$ cat src/rtl/twoOfFourPkg.sv
package twoOfFourPkg;
  // number of ones in the window that raises the flag
  localparam int unsigned HIT_COUNT = 2;

  typedef struct packed {
    logic shiftEn;  // accept present bit into history
    logic hit;      // decision for this cycle
  } detStrobes_t;
endpackage

$ cat src/rtl/detHistPath.sv
module detHistPath
  import twoOfFourPkg::*;
#(
  parameter int unsigned WIN     = 4,
  parameter bit          REG_OUT = 1'b0
) (
  input  logic                       clk,
  input  logic                       rst,
  input  logic                       inBit,
  input  detStrobes_t                strobes,
  output logic [WIN-2:0]             histQ,
  output logic [$clog2(WIN+1)-1:0]   histOnes,
  output logic                       detOut
);
  localparam int unsigned HIST_W = WIN - 1;
  localparam int unsigned CNT_W  = $clog2(WIN + 1);

  // history shift register, newest bit at position 0
  always_ff @(posedge clk) begin
    if (rst)                  histQ <= '0;
    else if (strobes.shiftEn) histQ <= {histQ[HIST_W-2:0], inBit};
  end

  // popcount of the history
  always_comb begin
    histOnes = '0;
    for (int i = 0; i < HIST_W; i++) histOnes = histOnes + CNT_W'(histQ[i]);
  end

  generate
    if (REG_OUT) begin : gRegOut
      logic flagQ;
      always_ff @(posedge clk) begin
        if (rst) flagQ <= 1'b0;
        else     flagQ <= strobes.hit;
      end
      assign detOut = flagQ;
    end else begin : gCombOut
      assign detOut = strobes.hit;
    end
  endgenerate
endmodule

$ cat src/rtl/detDecide.sv
module detDecide
  import twoOfFourPkg::*;
#(
  parameter int unsigned WIN = 4
) (
  input  logic                      inValid,
  input  logic                      inBit,
  input  logic [$clog2(WIN+1)-1:0]  histOnes,
  output detStrobes_t               strobes
);
  localparam int unsigned CNT_W = $clog2(WIN + 1);
  localparam logic [CNT_W-1:0] NEED_IF_ZERO = CNT_W'(HIT_COUNT);
  localparam logic [CNT_W-1:0] NEED_IF_ONE  = CNT_W'(HIT_COUNT - 1);

  logic matchZero;
  logic matchOne;

  assign matchZero = (histOnes == NEED_IF_ZERO);
  assign matchOne  = (histOnes == NEED_IF_ONE);

  always_comb begin
    strobes.shiftEn = inValid;
    strobes.hit     = inValid && (inBit ? matchOne : matchZero);
  end
endmodule

$ cat src/rtl/twoOfFourDetect.sv
module twoOfFourDetect
  import twoOfFourPkg::*;
#(
  parameter int unsigned WIN     = 4,
  parameter bit          REG_OUT = 1'b0
) (
  input  logic clk,
  input  logic rst,
  input  logic inValid,
  input  logic inBit,
  output logic detOut
);
  localparam int unsigned CNT_W = $clog2(WIN + 1);

  detStrobes_t          strobes;
  logic [WIN-2:0]       histQ;
  logic [CNT_W-1:0]     histOnes;
  logic                 hitNow;

  detDecide #(.WIN(WIN)) uDecide (
    .inValid (inValid),
    .inBit   (inBit),
    .histOnes(histOnes),
    .strobes (strobes)
  );

  detHistPath #(.WIN(WIN), .REG_OUT(REG_OUT)) uPath (
    .clk     (clk),
    .rst     (rst),
    .inBit   (inBit),
    .strobes (strobes),
    .histQ   (histQ),
    .histOnes(histOnes),
    .detOut  (detOut)
  );

  assign hitNow = strobes.hit;
endmodule

$ cat config.mk
export PLATFORM = sky130hd
export DESIGN_NAME = twoOfFourDetect
export DESIGN_NICKNAME = d
export VERILOG_FILES = /design/src/rtl/twoOfFourPkg.sv /design/src/rtl/detHistPath.sv /design/src/rtl/detDecide.sv /design/src/rtl/twoOfFourDetect.sv
export SDC_FILE = /design/constraint.sdc
export NUM_CORES = 1
export LEC_CHECK = 0
export BUFFER_PORTS_ARGS = -buffer_cell sky130_fd_sc_hd__buf_2
export CORE_AREA = 10 10 47 49
export CTS_BUF_LIST = sky130_fd_sc_hd__clkbuf_16
export DETAILED_ROUTE_END_ITERATION = 12
export DIE_AREA = 0 0 57 59
export PLACE_DENSITY = 0.34
export SYNTH_ARGS = -nofsm -noshare
export SYNTH_HDL_FRONTEND = slang
export SYNTH_SLANG_ARGS = --single-unit
export TNS_END_PERCENT = 30
$ cat constraint.sdc
create_clock -name clk -period 4.4 [get_ports clk]
set_input_delay 0.66 -clock clk [delete_from_list [all_inputs] [get_ports clk]]
set_output_delay 0.66 -clock clk [all_outputs]
set_load 0.02 [all_outputs]
Word level (Yosys, flattened, before mapping)
Cells that the tools add are included.
- register bits: 3
- input port bits: 4
- output and inout port bits: 1
- logic and storage cells: 7
- $add $sub $neg: 2
- equality and inequality tests: 2
- multiplexer cells: 1
- reductions and logical operators: 1
- operators with widths (cell ; number):
    $add 3x1->3 ; 1
    $eq 3x1->1 const B ; 1
    $eq 3x2->1 const B ; 1
    $add 1x1->2 ; 1
    $logic_and 1x1->1 ; 1
    $mux 1 ; 1

Logic depth before layout (Yosys ltp)
Gate-level depths: netlist of run 1.
- depth after elaboration: 5
- depth in mapped cells: 5
- mapped depth without buffers: 5

By module
A second synthesis of run 1 with hierarchy kept.
- cell total of the unflattened synthesis: 18
- area total of the unflattened synthesis: 175.2 µm²
- modules (own cells, without submodules) (module ; instances ; cells each ; area an instance (µm²) ; sequential area each (µm²)):
    detHistPath ; 1 ; 13 ; 140.1 ; 60.1
    detDecide ; 1 ; 5 ; 35.0 ; 0.0

Least setup slack after synthesis of run 1
OpenSTA, ideal clock, no wires.
- kind: reg-to-output
- start: register uPath.histQ[0]
- end: output detOut
- data arrival time: 1430 ps
- required time: 3740 ps
- path slack: 2310 ps
- cell stages (with the launch flop): 4
- path through: dfxtp_1 -> fa_1 -> or3b_1 -> a21oi_2
- cells in the longest elaborated chain, start to end: 5
- elaborated cells on any way between the ends: 6
- ends and longest elaborated chain (item ; RTL line ; RTL):
    start, declared ; detHistPath.sv:11 ; output logic [WIN-2:0] histQ,
    start signal, assigned ; detHistPath.sv:21 ; else if (strobes.shiftEn) histQ <= {histQ[HIST_W-2:0], inBit};
    $add 1x1->2 (*) ; detHistPath.sv:27 ; for (int i = 0; i < HIST_W; i++) histOnes = histOnes + CNT_W'(histQ[i]);
    $add 3x1->3 (*) ; detHistPath.sv:27 ;
    $eq 3x2->1 / $eq 3x1->1 (equally long branches) ; detDecide.sv:18, detDecide.sv:19 ;
    $mux 1 (*) ; detDecide.sv:23 ; strobes.hit = inValid && (inBit ? matchOne : matchZero);
    $logic_and 1x1->1 (*) ; detDecide.sv:23 ;
    end, declared ; twoOfFourDetect.sv:11 ; output logic detOut
Mark *: on every way between the ends. The rest lies on a longest branch, timed or not.

Final worst setup path of run 1
- start: register uPath.histQ[1]
- end: output detOut
The elaborated chain is that of the path after synthesis.

==> run_summary.xml, run 1 <==
<?xml version="1.0" encoding="UTF-8"?>
<metrics>
  <group name="floorplanning">
    <metric name="fp.dieH" unit="um">59</metric>
    <metric name="initial_utilization" unit="%">13.57</metric>
    <metric name="core" unit="sq mm">0.001401</metric>
    <metric name="num_rows" unit="">14</metric>
    <metric name="design.die.area" unit="sq mm">0.003363</metric>
    <metric name="die_w" unit="um">57</metric>
    <metric name="pin_count" unit="">5</metric>
  </group>
  <group name="cts">
    <metric name="cts_root_buffer" unit="">sky130_fd_sc_hd__clkbuf_16</metric>
    <metric name="hold_buffer_count_at_cts" unit="">0</metric>
    <metric name="post_cts_repair_timing_setup_buffer_count" unit="">0</metric>
    <metric name="path_clk_slew" unit="ns">0.03</metric>
    <metric name="tritoncts.num_buffers" unit="">3</metric>
    <metric name="htree_num_levels" unit="">1</metric>
    <metric name="cts_tree" unit="">done</metric>
    <metric name="post_cts.resized_instances" unit="">0</metric>
    <metric name="cts_buffer_depth" unit="">2</metric>
    <metric name="clkLatencyLatePin" unit="ns">0.22</metric>
    <metric name="tritoncts_num_sinks" unit="">3</metric>
  </group>
  <group name="sta">
    <metric name="finClkSkew" unit="ns">0.002454</metric>
    <metric name="setup_viol" unit="">0</metric>
    <metric name="final.period_utilization" unit="%">53.90</metric>
    <metric name="final.min_clock_period" unit="ns">2.371</metric>
    <metric name="tns" unit="ns">0</metric>
    <metric name="timing_worst_slew_pin_value" unit="ns">0.1837</metric>
    <metric name="fin_hold_ws" unit="ns">0.5499</metric>
    <metric name="maxSlewViolCount" unit="">0</metric>
    <metric name="unrepaired_setup_endpoints_after_global_routing" unit="">false</metric>
    <metric name="slew-limit-headroom" unit="%">87.74</metric>
    <metric name="achievable-frequency" unit="MHz">421.7</metric>
    <metric name="report.final.hold_viol_count" unit="">0</metric>
  </group>
  <group name="global_route">
    <metric name="track_usage" unit="%">2.464</metric>
    <metric name="antenna_violations_before_repair" unit="">0</metric>
    <metric name="grt_start_max_net_pins" unit="">5</metric>
    <metric name="grt_pass1_vias" unit="">123</metric>
    <metric name="grt_pass1_wl" unit="um">531</metric>
    <metric name="globalRouteOverflowTotal" unit="">0</metric>
  </group>
  <group name="synthesis">
    <metric name="synth_nets" unit="">25</metric>
    <metric name="synth.yosys.warnings" unit="">0</metric>
    <metric name="synth.avg_cell_area" unit="sq um">11.19</metric>
    <metric name="synthDistinctLibCells" unit="">9</metric>
    <metric name="fraction_of_the_yosys_area_taken_by_sequential_cells" unit="%">31.58</metric>
    <metric name="syn_inst" unit="">17</metric>
    <metric name="number_of_synthesized_register_bits" unit="">3</metric>
    <metric name="synth.cell_area" unit="sq um">190.2</metric>
  </group>
  <group name="pwr">
    <metric name="p_sw" unit="mW">0.02846</metric>
    <metric name="worst_ir_drop_vdd" unit="mV">0.2189</metric>
    <metric name="total_leakage_power" unit="nW">0.1571</metric>
    <metric name="cell_internal_pwr" unit="mW">0.1492</metric>
    <metric name="power-per-cell-area" unit="mW/mm^2">574.9</metric>
    <metric name="share_of_power_burned_in_combinational_logic" unit="%">4.3</metric>
    <metric name="seq_power_share" unit="%">16.8</metric>
    <metric name="power.share.clock" unit="%">79.0</metric>
    <metric name="switching_share" unit="%">16.02</metric>
    <metric name="report.power.total" unit="mW">0.1777</metric>
  </group>
  <group name="final_layout">
    <metric name="mostFrequentLayoutCell" unit="">sky130_fd_sc_hd__buf_2</metric>
    <metric name="syn_to_final_growth" unit="%">62.50</metric>
    <metric name="design.final.nets" unit="">34</metric>
    <metric name="largest_reg_flops" unit="">3</metric>
    <metric name="max_flop_register" unit="">uPath.histQ</metric>
    <metric name="num-fill-cells" unit="">163</metric>
    <metric name="antenna_cells_inserted" unit="">0</metric>
    <metric name="final_cell_area" unit="sq um">309.0</metric>
    <metric name="largestRegisters" unit="">uPath.histQ x3</metric>
    <metric name="final_layout_size_suffix_gt1_share" unit="%">32.00</metric>
    <metric name="finish.utilization" unit="%">22.05</metric>
  </group>
  <group name="worst_setup_path">
    <metric name="path_class" unit="">reg -&gt; out</metric>
    <metric name="timing.critical_path.arrival" unit="ns">1.71</metric>
    <metric name="setup.worst_path.end_class" unit="">output port</metric>
    <metric name="crit_path_max_fanout" unit="">4</metric>
    <metric name="r2r_start" unit="">uPath.histQ[0]$_SDFFE_PP0P_</metric>
    <metric name="worstPathRequired" unit="ns">3.74</metric>
    <metric name="reg2reg_depth" unit="">2</metric>
    <metric name="critical_path.startpoint_type" unit="">flip-flop</metric>
    <metric name="critical_path.reg2reg.endpoint" unit="">uPath.histQ[0]$_SDFFE_PP0P_</metric>
    <metric name="timing.reg2reg.setup_slack" unit="ns">3.75</metric>
  </group>
  <group name="route">
    <metric name="dr_total_vias" unit="">143</metric>
    <metric name="drt_pre_antenna_iters" unit="">2</metric>
    <metric name="drt.antenna.violating_nets" unit="">0</metric>
    <metric name="residual_drc_count" unit="">0</metric>
    <metric name="detailedRoute.firstIterationViolations" unit="">10</metric>
    <metric name="drt-vias-per-instance" unit="">3.488</metric>
    <metric name="totalWireLength" unit="um">342</metric>
    <metric name="wire_per_inst" unit="um">8.341</metric>
  </group>
  <group name="placement">
    <metric name="routabilityCongestion" unit="">0.6305</metric>
    <metric name="placement.cell_area" unit="sq um">230.2</metric>
    <metric name="port-buffer-count" unit="">4</metric>
  </group>
  <group name="status">
    <metric name="status" unit="">finished clean</metric>
  </group>
  <group name="job">
    <metric name="maximum_capacitance_violations" unit="">0</metric>
  </group>
  <group name="worst_hold_path">
    <metric name="hold_path_depth" unit="">2</metric>
    <metric name="hold_start" unit="">uPath.histQ[2]$_SDFFE_PP0P_</metric>
    <metric name="worstHoldEndpoint" unit="">uPath.histQ[2]$_SDFFE_PP0P_</metric>
    <metric name="holdCritPathClass" unit="">reg -&gt; reg</metric>
  </group>
</metrics>
-- logic make-up after synthesis --
logic type	count (synthesis)	share of synthesized area [%]
mux	3	15.79
simple gates	6	17.77
flops	3	31.58
fa+ha+maj	4	30.27
compound gates	1	4.606
-- how the worst max path moves through the flow --
| stage | startpoint | end | slack, ns | depth (start not counted) |
|---|---|---|---|---|
| CTS | uPath.histQ[0]$_SDFFE_PP0P_ | detOut | 2.02 | 4 |
| global route | uPath.histQ[1]$_SDFFE_PP0P_ | detOut | 1.96 | 4 |
| detailed placement | uPath.histQ[0]$_SDFFE_PP0P_ | detOut | 2.25 | 4 |
| global placement | uPath.histQ[1]$_SDFFE_PP0P_ | detOut | 2.27 | 4 |
| finish | uPath.histQ[1]$_SDFFE_PP0P_ | detOut | 2.03 | 4 |
| floorplan | uPath.histQ[0]$_SDFFE_PP0P_ | detOut | 2.31 | 3 |
-- metal layers --
metal  GRT usage, %  wire length [um]  vias to the layer above
met5              0                 0                        -
met4          3.020                 8                        0
met3          4.077                66                        2
li1               -                 -                       74
met1          2.378               181                       60
met2          1.395                84                        7
-- layout make-up --
type | instances | area (sq um) | share of cell area (%)
clock inverters | 1 | 3.754 | 1.215
repair buffers | 4 | 20.02 | 6.478
well taps | 16 | 20.02 | 6.478
flip-flops and latches | 3 | 60.06 | 19.43
multi-input cells | 14 | 130.1 | 42.11
clock buffers | 3 | 75.07 | 24.29
-- Yosys cell counts --
| master | number | area, sq um |
|---|---|---|
| sky130_fd_sc_hd__ha_1 | 3 | 37.54 |
| sky130_fd_sc_hd__nor2_1 | 3 | 11.26 |
| sky130_fd_sc_hd__or3b_1 | 1 | 8.760 |
| sky130_fd_sc_hd__dfxtp_1 | 3 | 60.06 |
| sky130_fd_sc_hd__mux2i_1 | 3 | 30.03 |
| sky130_fd_sc_hd__nand3b_1 | 1 | 7.510 |
| sky130_fd_sc_hd__nand2b_1 | 1 | 6.260 |
| sky130_fd_sc_hd__a21oi_2 | 1 | 8.760 |
| sky130_fd_sc_hd__fa_1 | 1 | 20.02 |
-- stage by stage --
step / std cells / setup slack (ns)
after floorplan: 17 / 2.310
after detailed placement: 37 / 2.251
after global placement: 37 / 2.272
after global routing: 41 / 1.963
after CTS: 41 / 2.017
final: 41 / 2.029
-- critical path: stages, from the launching register on --
cell                      delay (ns)
sky130_fd_sc_hd__dfxtp_1        0.39
sky130_fd_sc_hd__fa_1           0.45
sky130_fd_sc_hd__or3b_1         0.37
sky130_fd_sc_hd__a21oi_2        0.11
sky130_fd_sc_hd__buf_2          0.17
-- power by group through the flow --
| stage | sequential (mW) | clock, mW | combinational [mW] |
|---|---|---|---|
| after global routing | 0.0299 | 0.147 | 0.00857 |
| after global placement | 0.0300 | 0 | 0.00748 |
| after CTS | 0.0298 | 0.144 | 0.00779 |
| final | 0.0298 | 0.140 | 0.00756 |
| after detailed placement | 0.0301 | 0 | 0.00776 |
| after floorplan | 0.0298 | 0 | 0.00451 |
No activity file was read; power rests on OpenSTA's default activity.
==> inputs of run 2 (changes only) <==
==> constraint.sdc (replaced) <==
create_clock -name clk -period 2.4 [get_ports clk]
set_input_delay 0.36 -clock clk [delete_from_list [all_inputs] [get_ports clk]]
set_output_delay 0.36 -clock clk [all_outputs]
set_load 0.02 [all_outputs]
==> run 2 against run 1 <==
Count of clock-buffer cells in the layout unchanged; sequential power increased by 83%; worst hold slack got worse by 0.23 ns; largest power group unchanged; highest routed layer unchanged.
==> run_summary.xml, run 2 (synthesized netlist as in run 1, its figures left out) <==
<?xml version="1.0" encoding="UTF-8"?>
<metrics>
  <group name="worst_setup_path">
    <metric name="worst_setup_path_startpoint" unit="">uPath.histQ[1]$_SDFFE_PP0P_</metric>
    <metric name="reg2reg_depth" unit="">2</metric>
    <metric name="timing.critical_path.arrival" unit="ns">1.72</metric>
    <metric name="timing.reg2reg.setup_slack" unit="ns">1.75</metric>
    <metric name="critical_path.reg2reg.endpoint" unit="">uPath.histQ[2]$_SDFFE_PP0P_</metric>
    <metric name="critical_path.startpoint_type" unit="">flip-flop</metric>
    <metric name="crit_path_max_fanout" unit="">4</metric>
    <metric name="worstPathRequired" unit="ns">2.04</metric>
    <metric name="r2r_start" unit="">uPath.histQ[1]$_SDFFE_PP0P_</metric>
    <metric name="path_class" unit="">reg -&gt; out</metric>
    <metric name="setup.worst_path.end_class" unit="">output port</metric>
  </group>
  <group name="global_route">
    <metric name="antenna_violations_before_repair" unit="">0</metric>
    <metric name="globalRouteMet2Util" unit="%">2.016</metric>
    <metric name="grt_pass1_wl" unit="um">586</metric>
    <metric name="busiest_layer" unit="">met4</metric>
    <metric name="grt_use_met1" unit="%">2.604</metric>
    <metric name="track_usage" unit="%">2.762</metric>
    <metric name="grt_pass1_vias" unit="">141</metric>
    <metric name="globalRouteOverflowTotal" unit="">0</metric>
    <metric name="routing_usage_on_met3" unit="%">2.361</metric>
    <metric name="grt_start_max_net_pins" unit="">5</metric>
  </group>
  <group name="worst_hold_path">
    <metric name="holdCritPathClass" unit="">in -&gt; reg</metric>
    <metric name="hold_path_depth" unit="">2</metric>
    <metric name="hold_start" unit="">rst</metric>
    <metric name="worstHoldEndpoint" unit="">uPath.histQ[0]$_SDFFE_PP0P_</metric>
  </group>
  <group name="pwr">
    <metric name="cell_internal_pwr" unit="mW">0.2739</metric>
    <metric name="report.power.total" unit="mW">0.3295</metric>
    <metric name="power-per-cell-area" unit="mW/mm^2">1066</metric>
    <metric name="switching_share" unit="%">16.89</metric>
    <metric name="share_of_power_burned_in_combinational_logic" unit="%">4.2</metric>
    <metric name="worst_ir_drop_vdd" unit="mV">0.3751</metric>
    <metric name="power.share.clock" unit="%">79.3</metric>
    <metric name="p_sw" unit="mW">0.05567</metric>
    <metric name="seq_power_share" unit="%">16.5</metric>
    <metric name="total_leakage_power" unit="nW">0.1571</metric>
  </group>
  <group name="cts">
    <metric name="post_cts_repair_timing_setup_buffer_count" unit="">0</metric>
    <metric name="cts_root_buffer" unit="">sky130_fd_sc_hd__clkbuf_16</metric>
    <metric name="post_cts.resized_instances" unit="">0</metric>
    <metric name="cts_buffer_depth" unit="">2</metric>
    <metric name="hold_buffer_count_at_cts" unit="">0</metric>
    <metric name="htree_num_levels" unit="">1</metric>
    <metric name="tritoncts.num_buffers" unit="">3</metric>
    <metric name="path_clk_slew" unit="ns">0.03</metric>
    <metric name="clkLatencyLatePin" unit="ns">0.22</metric>
    <metric name="tritoncts_num_sinks" unit="">3</metric>
    <metric name="cts_tree" unit="">done</metric>
  </group>
  <group name="final_layout">
    <metric name="largest_reg_flops" unit="">3</metric>
    <metric name="largestRegisters" unit="">uPath.histQ x3</metric>
    <metric name="final_layout_size_suffix_gt1_share" unit="%">32.00</metric>
    <metric name="design.final.nets" unit="">34</metric>
    <metric name="mostFrequentLayoutCell" unit="">sky130_fd_sc_hd__buf_2</metric>
    <metric name="antenna_cells_inserted" unit="">0</metric>
    <metric name="max_flop_register" unit="">uPath.histQ</metric>
    <metric name="syn_to_final_growth" unit="%">62.50</metric>
  </group>
  <group name="sta">
    <metric name="unrepaired_setup_endpoints_after_global_routing" unit="">false</metric>
    <metric name="achievable-frequency" unit="MHz">479.9</metric>
    <metric name="report.final.hold_viol_count" unit="">0</metric>
    <metric name="finClkSkew" unit="ns">0.0001955</metric>
    <metric name="setup_viol" unit="">0</metric>
    <metric name="slew-limit-headroom" unit="%">88.27</metric>
    <metric name="tns" unit="ns">0</metric>
    <metric name="maxSlewViolCount" unit="">0</metric>
    <metric name="final.min_clock_period" unit="ns">2.084</metric>
    <metric name="timing_worst_slew_pin_value" unit="ns">0.1757</metric>
    <metric name="final.period_utilization" unit="%">86.82</metric>
  </group>
  <group name="placement">
    <metric name="port-buffer-count" unit="">4</metric>
    <metric name="routabilityCongestion" unit="">0.5967</metric>
  </group>
  <group name="floorplanning">
    <metric name="design.die.area" unit="sq mm">0.003363</metric>
    <metric name="initial_utilization" unit="%">13.57</metric>
    <metric name="pin_count" unit="">5</metric>
    <metric name="fp.dieH" unit="um">59</metric>
    <metric name="die_w" unit="um">57</metric>
    <metric name="core" unit="sq mm">0.001401</metric>
    <metric name="num_rows" unit="">14</metric>
  </group>
  <group name="route">
    <metric name="dr_total_vias" unit="">144</metric>
    <metric name="drt.antenna.violating_nets" unit="">0</metric>
    <metric name="wire_per_inst" unit="um">9.000</metric>
    <metric name="detailedRoute.firstIterationViolations" unit="">1</metric>
    <metric name="drt_pre_antenna_iters" unit="">2</metric>
    <metric name="drt-vias-per-instance" unit="">3.512</metric>
    <metric name="residual_drc_count" unit="">0</metric>
    <metric name="totalWireLength" unit="um">369</metric>
  </group>
  <group name="status">
    <metric name="status" unit="">finished clean</metric>
  </group>
  <group name="job">
    <metric name="maximum_capacitance_violations" unit="">0</metric>
  </group>
</metrics>
[run 2: critical path, stage by stage (launching register included)]
cell,delay (ns)
sky130_fd_sc_hd__dfxtp_1,0.39
sky130_fd_sc_hd__fa_1,0.45
sky130_fd_sc_hd__or3b_1,0.37
sky130_fd_sc_hd__a21oi_2,0.11
sky130_fd_sc_hd__buf_2,0.17
[run 2: stage by stage]
step                      hold WS (ns)  instances  instance area (sq um)  util [%]  setup WS [ns]
after CTS                       0.3210         41                  309.0     22.05         0.3174
after detailed placement        0.5528         37                  230.2     16.43         0.5506
after floorplan                 0.4324         17                  190.2         -         0.6098
final                           0.3210         41                  309.0     22.05         0.3164
after global routing            0.3246         41                  309.0     22.05         0.2560
after global placement          0.5485         37                  230.2     16.43         0.5714
[run 2: power by group through the flow]
stage               Combinational (mW)  Sequential, mW  Clock (mW)
floorplan                      0.00827          0.0547           0
global placement                0.0138          0.0551           0
detailed placement              0.0141          0.0552           0
CTS                             0.0142          0.0545       0.264
global route                    0.0161          0.0547       0.271
finish                          0.0138          0.0545       0.261
[run 2: how the worst max path moves through the flow]
| stage | to | slack, ns | cells past startpoint |
|---|---|---|---|
| floorplan | detOut | 0.61 | 3 |
| global placement | detOut | 0.57 | 4 |
| finish | detOut | 0.32 | 4 |
| detailed placement | detOut | 0.55 | 4 |
| global route | detOut | 0.26 | 4 |
| CTS | detOut | 0.32 | 4 |
[run 2: layer usage]
layer | vias to the layer above | part of all wire (%)
met2 | 7 | 27
met3 | 4 | 13
li1 | 74 | -
met4 | 0 | 9.8
met5 | - | 0
met1 | 59 | 51
[run 2: cell type report]
class,instances,area (sq um)
tap,16,20.02
timing repair buffer,4,20.02
fill,159,1092
multi-input combinational,14,130.1
sequential,3,60.06
clock buffer,3,75.07
clock inverter,1,3.754
